## config.mk

```make
export PLATFORM = sky130hd
export DESIGN_NAME = shift_unit
export DESIGN_NICKNAME = d
export VERILOG_FILES = /design/src/rtl/shift_unit_pkg.sv /design/src/rtl/shift_count_sel.sv /design/src/rtl/shift_core.sv /design/src/rtl/shift_side_bits.sv /design/src/rtl/shift_flag_gen.sv /design/src/rtl/shift_unit.sv
export SDC_FILE = /design/constraint.sdc
export NUM_CORES = 1
export LEC_CHECK = 0
export CELL_PAD_IN_SITES_DETAIL_PLACEMENT = 1
export CELL_PAD_IN_SITES_GLOBAL_PLACEMENT = 1
export CORE_MARGIN = 2
export CORE_UTILIZATION = 30
export CTS_CLUSTER_SIZE = 40
export DETAILED_ROUTE_END_ITERATION = 10
export PLACE_DENSITY = 0.74
export SETUP_SLACK_MARGIN = 0.05
export SLEW_MARGIN = 10
export SYNTH_ARGS = -nofsm -noshare
export SYNTH_HDL_FRONTEND = slang
export SYNTH_HIERARCHICAL = 1
export SYNTH_SLANG_ARGS = --single-unit
export TNS_END_PERCENT = 5
```

## constraint.sdc

```tcl
create_clock -name clk -period 4.55 [get_ports clk]
set_clock_uncertainty 0.1 [all_clocks]
set_input_delay 0.91 -clock clk [delete_from_list [all_inputs] [get_ports clk]]
set_output_delay 0.91 -clock clk [all_outputs]
set_load 0.005 [all_outputs]
```

## src/rtl/shift_unit_pkg.sv

```systemverilog
package shift_unit_pkg;

    typedef enum logic [1:0] {
        OP_SRA = 2'd0,
        OP_SRL = 2'd1,
        OP_SLA = 2'd2,
        OP_SRC = 2'd3
    } shift_op_e;

    typedef struct packed {
        logic lgt;
        logic agt;
        logic eq;
        logic carry;
        logic ovf;
    } shift_flags_t;

    // Width needed to hold a count of 0 .. 2**cnt_w
    function automatic int amount_width(input int cnt_w);
        return cnt_w + 1;
    endfunction

endpackage

```

## src/rtl/shift_count_sel.sv

```systemverilog
module shift_count_sel #(
    parameter int CNT_W = 4,
    parameter int AMT_W = CNT_W + 1
) (
    input  logic [CNT_W-1:0] field_cnt,
    input  logic [CNT_W-1:0] reg_cnt,
    output logic [AMT_W-1:0] amount
);
    localparam logic [AMT_W-1:0] FULL_COUNT = AMT_W'(1) << CNT_W;

    logic field_zero;
    logic reg_zero;

    assign field_zero = (field_cnt == '0);
    assign reg_zero   = (reg_cnt == '0);

    always_comb begin
        if (!field_zero)
            amount = {1'b0, field_cnt};
        else if (!reg_zero)
            amount = {1'b0, reg_cnt};
        else
            amount = FULL_COUNT;
    end
endmodule

```

## src/rtl/shift_core.sv

```systemverilog
module shift_core
    import shift_unit_pkg::*;
#(
    parameter int DATA_W = 16,
    parameter int AMT_W  = 5
) (
    input  shift_op_e          op,
    input  logic [DATA_W-1:0]  din,
    input  logic [AMT_W-1:0]   amount,
    output logic [DATA_W-1:0]  dout
);
    logic [DATA_W-1:0] stage [0:AMT_W];

    assign stage[0] = din;

    for (genvar k = 0; k < AMT_W; k++) begin : g_stage
        localparam int S = 1 << k;
        logic [DATA_W-1:0] x;
        logic [DATA_W-1:0] shifted;

        assign x = stage[k];

        if (S < DATA_W) begin : g_part
            always_comb begin
                unique case (op)
                    OP_SRA:  shifted = {{S{x[DATA_W-1]}}, x[DATA_W-1:S]};
                    OP_SRL:  shifted = {{S{1'b0}}, x[DATA_W-1:S]};
                    OP_SLA:  shifted = {x[DATA_W-1-S:0], {S{1'b0}}};
                    default: shifted = {x[S-1:0], x[DATA_W-1:S]};
                endcase
            end
        end else begin : g_full
            always_comb begin
                unique case (op)
                    OP_SRA:  shifted = {DATA_W{x[DATA_W-1]}};
                    OP_SRL:  shifted = '0;
                    OP_SLA:  shifted = '0;
                    default: shifted = x;
                endcase
            end
        end

        assign stage[k+1] = amount[k] ? shifted : x;
    end

    assign dout = stage[AMT_W];
endmodule

```

## src/rtl/shift_side_bits.sv

```systemverilog
module shift_side_bits
    import shift_unit_pkg::*;
#(
    parameter int DATA_W = 16,
    parameter int AMT_W  = 5
) (
    input  shift_op_e          op,
    input  logic [DATA_W-1:0]  din,
    input  logic [AMT_W-1:0]   amount,
    output logic               carry,
    output logic               ovf
);
    int n;
    assign n = int'(amount);

    // Carry: bit that leaves the word on the final one-bit step
    always_comb begin
        carry = 1'b0;
        if (n >= 1 && n <= DATA_W) begin
            if (op == OP_SLA)
                carry = din[DATA_W - n];
            else
                carry = din[n - 1];
        end
    end

    // Overflow: any bit that reaches the sign position differs from the original sign
    always_comb begin
        ovf = 1'b0;
        if (op == OP_SLA) begin
            for (int i = 1; i < DATA_W; i++) begin
                if (i <= n && din[DATA_W-1-i] != din[DATA_W-1])
                    ovf = 1'b1;
            end
            if (n >= DATA_W && din[DATA_W-1])
                ovf = 1'b1;
        end
    end
endmodule

```

## src/rtl/shift_flag_gen.sv

```systemverilog
module shift_flag_gen
    import shift_unit_pkg::*;
#(
    parameter int DATA_W = 16
) (
    input  logic [DATA_W-1:0] res,
    input  logic              carry,
    input  logic              ovf,
    output shift_flags_t      flags
);
    logic nonzero;
    assign nonzero = |res;

    always_comb begin
        flags.lgt   = nonzero;
        flags.agt   = nonzero & ~res[DATA_W-1];
        flags.eq    = ~nonzero;
        flags.carry = carry;
        flags.ovf   = ovf;
    end
endmodule

```

## src/rtl/shift_unit.sv

```systemverilog
module shift_unit
    import shift_unit_pkg::*;
#(
    parameter int DATA_W = 16,
    parameter int CNT_W  = 4
) (
    input  logic              clk,
    input  logic              rst,
    input  logic              in_valid,
    input  logic [1:0]        op_sel,
    input  logic [DATA_W-1:0] operand,
    input  logic [CNT_W-1:0]  cnt_field,
    input  logic [DATA_W-1:0] cnt_reg,
    output logic              out_valid,
    output logic [DATA_W-1:0] result,
    output logic              flg_lgt,
    output logic              flg_agt,
    output logic              flg_eq,
    output logic              flg_carry,
    output logic              flg_ovf
);
    localparam int AMT_W = amount_width(CNT_W);

    shift_op_e          op;
    logic [AMT_W-1:0]   amount;
    logic [DATA_W-1:0]  shifted;
    logic               side_carry;
    logic               side_ovf;
    shift_flags_t       flags_next;
    shift_flags_t       flags_q;
    logic [DATA_W-1:0]  result_q;
    logic               valid_q;

    assign op = shift_op_e'(op_sel);

    shift_count_sel #(.CNT_W(CNT_W), .AMT_W(AMT_W)) u_cnt (
        .field_cnt (cnt_field),
        .reg_cnt   (cnt_reg[CNT_W-1:0]),
        .amount    (amount)
    );

    shift_core #(.DATA_W(DATA_W), .AMT_W(AMT_W)) u_core (
        .op     (op),
        .din    (operand),
        .amount (amount),
        .dout   (shifted)
    );

    shift_side_bits #(.DATA_W(DATA_W), .AMT_W(AMT_W)) u_side (
        .op     (op),
        .din    (operand),
        .amount (amount),
        .carry  (side_carry),
        .ovf    (side_ovf)
    );

    shift_flag_gen #(.DATA_W(DATA_W)) u_flags (
        .res   (shifted),
        .carry (side_carry),
        .ovf   (side_ovf),
        .flags (flags_next)
    );

    always_ff @(posedge clk) begin
        if (rst) begin
            valid_q  <= 1'b0;
            result_q <= '0;
            flags_q  <= '0;
        end else begin
            valid_q <= in_valid;
            if (in_valid) begin
                result_q <= shifted;
                flags_q  <= flags_next;
            end
        end
    end

    assign out_valid = valid_q;
    assign result    = result_q;
    assign flg_lgt   = flags_q.lgt;
    assign flg_agt   = flags_q.agt;
    assign flg_eq    = flags_q.eq;
    assign flg_carry = flags_q.carry;
    assign flg_ovf   = flags_q.ovf;
endmodule

```

# == Word level (Yosys, flattened, before mapping) ==
# Index checks and enable logic that the tools add are counted.
# classes
eq_ne,17
order_cmp,20
bitwise,3
n_div,0
multipliers,0
muxes,37
n_reduce_logical,22
n_shift,0
n_addsub,2
# ops
cell,count
16-bit case mux with 3 select lines,4
16-bit two-way mux,5
32-bit by 6-bit less-than comparator with 1-bit output (second input constant),2
4-bit by 5-bit less-or-equal comparator with 1-bit output (first input constant),8
16-bit case mux with 2 select lines,1
1-bit two-way mux,23
3-bit by 5-bit less-or-equal comparator with 1-bit output (first input constant),4
1-bit logical AND,17
16-bit OR reduction,1
1-bit inequality test,15
2-bit by 5-bit less-or-equal comparator with 1-bit output (first input constant),2
5-bit two-way mux,2
1-bit binary-select mux with 4-bit select,2
4-bit logical NOT,2
5-bit by 1-bit subtractor with 6-bit output (second input constant),1
5-bit by 5-bit subtractor with 6-bit output (first input constant),1
5-bit by 1-bit >= comparator with 1-bit output (second input constant),1
5-bit >= comparator (second input constant),1
1-bit by 5-bit less-or-equal comparator with 1-bit output (first input constant),1
5-bit less-or-equal comparator (second input constant),1
2-bit by 1-bit equality test with 1-bit output (second input constant),1
2-bit equality test (second input constant),1
2-bit logical NOT,1
1-bit inverter,2
2 further kinds,2
# totals
latchBits,0
n_memories,0
register_bits,22
romBits,0
input_bits,41
ramBits,0

# == Logic depth before layout (Yosys ltp) ==
# logic_depth
ltp_word,22
mapped_depth,16
ltp_nobuf,12

# == Hierarchy ==
# Netlist, hierarchy kept.
# by_module_without_submodules
mod,seq_area_each_um2,n_inst,cells_per_inst,area_each_um2
shift_core,0.0,1,325,2199.6
shift_side_bits,0.0,1,116,900.9
shift_unit,440.4,1,70,795.8
shift_flag_gen,0.0,1,10,77.6
shift_count_sel,0.0,1,12,70.1

# == Worst setup path before layout ==
# No wires, ideal clock.
# synth_path
kind,input -> register
startpoint,input cnt_field[2]
endpoint,register flags_q (netlist bit flg_carry)
arrival_time_ns,4.008
path_slack_ns,0.325
path_stages,14
required_time_ns,4.333
path_buffers,4
cell_sequence,nor2_1 -> a31o_1 -> buf_4 -> clkbuf_1 -> inv_1 -> ha_1 -> buf_1 -> mux4_2 -> mux4_2 -> mux2_2 -> and3_1 -> buf_4 -> mux2i_1 -> nor2_1
# synth_between
elab_chain_cells,8
word_cells_on_any_way,15
classes_between,add/sub: 2; order compare: 2; mux: 9; reduce/logical: 2
# synth_lines
element,line,rtl
from (decl),shift_unit.sv:12,"input logic [CNT_W-1:0] cnt_field,"
4-bit logical NOT (*),shift_count_sel.sv:14,assign field_zero = (field_cnt == '0);
5-bit two-way mux (*),shift_count_sel.sv:18,if (!field_zero)
via amount[0],shift_unit.sv:25,logic [AMT_W-1:0] amount;
5-bit by 1-bit subtractor with 6-bit output / 5-bit by 5-bit subtractor with 6-bit output (equally long branches),"shift_side_bits.sv:23, shift_side_bits.sv:21",
"1-bit binary-select mux with 4-bit select, on equally long branches","shift_side_bits.sv:23, shift_side_bits.sv:21",
"1-bit two-way mux, on equally long branches (2 in series)","shift_side_bits.sv:23, shift_side_bits.sv:21",
1-bit two-way mux,shift_side_bits.sv:20,if (op == OP_SLA)
1-bit two-way mux (*),shift_side_bits.sv:19,if (n >= 1 && n <= DATA_W) begin
via side_carry,shift_unit.sv:27,logic side_carry;
to (signal assigned),shift_unit.sv:73,flags_q <= flags_next;
to (decl),shift_unit.sv:30,shift_flags_t flags_q;
# The timed path passes the listed nets; every way through them passes the cells marked *. The select of a mux whose other input is x is not followed.
# A chain may end at the register's enable or synchronous reset.

# == Worst setup path after layout ==
# layout_path
startpoint,input cnt_field[2]
endpoint,register flags_q (netlist bit flg_ovf)
# layout_between
elab_chain_cells,21
word_cells_on_any_way,51
classes_between,order compare: 16; mux: 18; reduce/logical: 17
# layout_lines
element,line,rtl
4-bit logical NOT (*),shift_count_sel.sv:14,
5-bit two-way mux (*),shift_count_sel.sv:18,
via amount[0],shift_unit.sv:25,
1-bit by 5-bit less-or-equal comparator with 1-bit output,shift_side_bits.sv:32,if (i <= n && din[DATA_W-1-i] != din[DATA_W-1])
1-bit logical AND,shift_side_bits.sv:32,
1-bit two-way mux (15 in series),shift_side_bits.sv:32,
1-bit two-way mux (*),shift_side_bits.sv:35,if (n >= DATA_W && din[DATA_W-1])
1-bit two-way mux (*),shift_side_bits.sv:30,if (op == OP_SLA) begin
via side_ovf,shift_unit.sv:28,logic side_ovf;
# The timed path passes the listed nets; every way through them passes the cells marked *.

==> impl_metrics.ini <==
[outcome]
outcome = finished clean

[cells_and_area]
final.fill_count = 1622
fin_cells = 762
seq_area_sq_um = 440.4
layout.nets = 633
area_delta_synth_final_pct = 23.67
diodes = 0
utilization = 0.3792
drive_gt1_frac = 0.1724
multi_input_area_sq_mm = 0.003188

[logic_synthesis]
syn_nets = 579
synth_edf_count = 0
synth.distinct_cells = 85
ys_seq_elements = 22
avgSynthCellArea_sq_um = 7.587
synth.area.top_cells = dfxtp_1 11%, mux4_2 9.5%, mux2i_1 8.2%
synth_top_area_frac = 0.1089
synth-async-reset-ratio = 0
synth_top_area_cell = dfxtp_1
synth_commonest_cells = 58 x nor2_1, 52 x nand2_1, 33 x mux2i_1
yosys_most_used_dff = dfxtp_1
yosysWarnings = 6
synth.most_common_cell = nor2_1
yosysSeqAreaShare = 0.1089
syn_inst = 533
syn_area_sq_mm = 0.004044

[clock_network]
cts_buffers = 3
cts_buffer_depth = 2
cts_setup_buffers = 0
cts_tree = built
cts_resized = 0
ctsHoldBuffers = 0
cts_htree_levels = 1
worstSkewPairLatency_ns = 0.25
path_clk_slew_ns = 0.06
root_buffer = clkbuf_16
clkSinkCount = 22

[floorplanning]
die_w_um = 120.1
start_util = 0.3066
io_pins = 63
core_area_sq_mm = 0.01319
dieArea_sq_mm = 0.01442
row_count = 42
fp.dieH_um = 120.1

[placement]
portBuffers = 50
dp_cells = 757
place.gp.congestion = 0.9566
place.detailed.hpwl_um = 12990

[sta]
hold_viol = 0
slew_viol_final = 0
period_needed_ns = 4.280
slew_headroom = 0.4883
rsz0062_at_grt = false
hold_slack_ns = 0.4052
setup_violations = 0
finalSetupTns_ns = 0
worst_pin_slew_ns = 0.7595
period_share = 0.9406
max_clock_freq_ghz = 0.2337

[detailed_routing]
ant_nets = 0
drtIter0Drc = 420
wl_per_cell_um = 22.65
wl_um = 17260
vias_per_cell = 6.264
route.vias.total = 4773
drc = 0
dr.pass1.iters = 5

[worst_setup_path]
cp_max_fo = 26
slowest_delay_ns = 0.54
critPathSlowestCell = a2111oi_0
cp_cell_sequence = clkdlybuf4s50_1, nor2_2, a31o_4, buf_16, inv_1, ha_1, or3_1, nor3_1, nor4b_1, a2111oi_0, a31oi_1, mux2i_1, nor2_1
critPathArrivalTime_ns = 4.29
path_buf_inv = 3
crit_family = compound AO/OA/AOI/OAI gates
endpoint_kind = flop
critPathRequiredTime_ns = 4.56
start_kind = input port
worstSetupPathType = in2reg

[pwr]
power_leakage_nw = 2.009
power.total_mw = 1.033
peakVddDrop_mv = 0.1172
cellPowerDensity_mw_per_mm2 = 206.6

[global_route]
grt_pass1_vias = 4913
grt-ovfl-total = 0
grt_pass1_wl_um = 27340
grt_max_degree = 53
antenna_found_initial = 0
grt.total_usage = 0.2378

[job]
maxCapViolCount = 0

[min_path]
min-delay-path-class = reg2reg
-- worst reg2reg max path, stage by stage (launching register included) --
cell and delay (ns):
dfxtp_1 0.32, mux2i_1 0.15, nor2_1 0.06
-- final timing paths --
path	start	end	slack [ns]	cells past startpoint
worst max-delay path	cnt_field[2]	flg_ovf	0.27	13
worst min-delay path	flg_agt	flg_agt	0.41	2
worst max register to register	result[12]	result[12]	3.78	2
worst min register to register	flg_agt	flg_agt	0.41	2
-- report_power, final --
part           leakage [nW]  switching (mW)  internal [mW]  total, mW
logic                  1.78           0.318          0.257      0.575
registers             0.181         0.00910          0.209      0.218
clock network        0.0511          0.0660          0.174      0.241
-- stage by stage --
| step | setup WS (ns) | cell area (sq um) |
|---|---|---|
| floorplan | 0.3253 | 4044 |
| global placement | 0.02094 | 4835 |
| detailed placement | -0.09187 | 4835 |
| CTS | 0.1178 | 4940 |
| global route | 0.05996 | 5001 |
| finish | 0.2701 | 5001 |
-- registers in the layout, summed over array words and instances (netlist names) --
name and count:
flg_agt 1, flg_carry 1, flg_eq 1, flg_lgt 1
flg_ovf 1, out_valid 1, result 16
-- area by class of cell --
class	count	area share
multi-input combinational	436	0.6375
timing repair buffer	103	0.1936
sequential	22	0.08807
tap	176	0.04403
inverter	21	0.01576
clock buffer	3	0.01501
clock inverter	1	0.006004
-- layer usage --
layer | track usage | wire, um | up-vias
met5 | 0 | 0 | -
met2 | 0.4052 | 8293 | 241
met1 | 0.3101 | 7216 | 2355
li1 | - | - | 2123
met4 | 0.07941 | 554 | 0
met3 | 0.02899 | 1197 | 54
-- kinds of logic after synthesis --
logic type,count (synthesis),synth area share
buf+inv,75,0.1132
mux,53,0.1856
compound gates,174,0.3128
flops,22,0.1089
xor+xnor,6,0.01299
simple gates,198,0.2509
fa+ha+maj,5,0.01547
-- cell usage in the layout, fill, tap and decap left out, drive strengths merged, types with 9 or more instances in the layout --
cell           Yosys  layout
a211oi            10      10
a21oi             28      28
a31oi             10      10
buf               34      53
clkdlybuf4s50      0      49
dfxtp             22      22
inv               21      21
mux2i             33      33
mux4              17      17
nand2             52      52
nand2b            19      19
nor2              58      58
nor2b             10      10
nor3              11      11
o21ai             33      33
o31ai              9       9
Note: power is estimated with default switching activity, not from simulation.
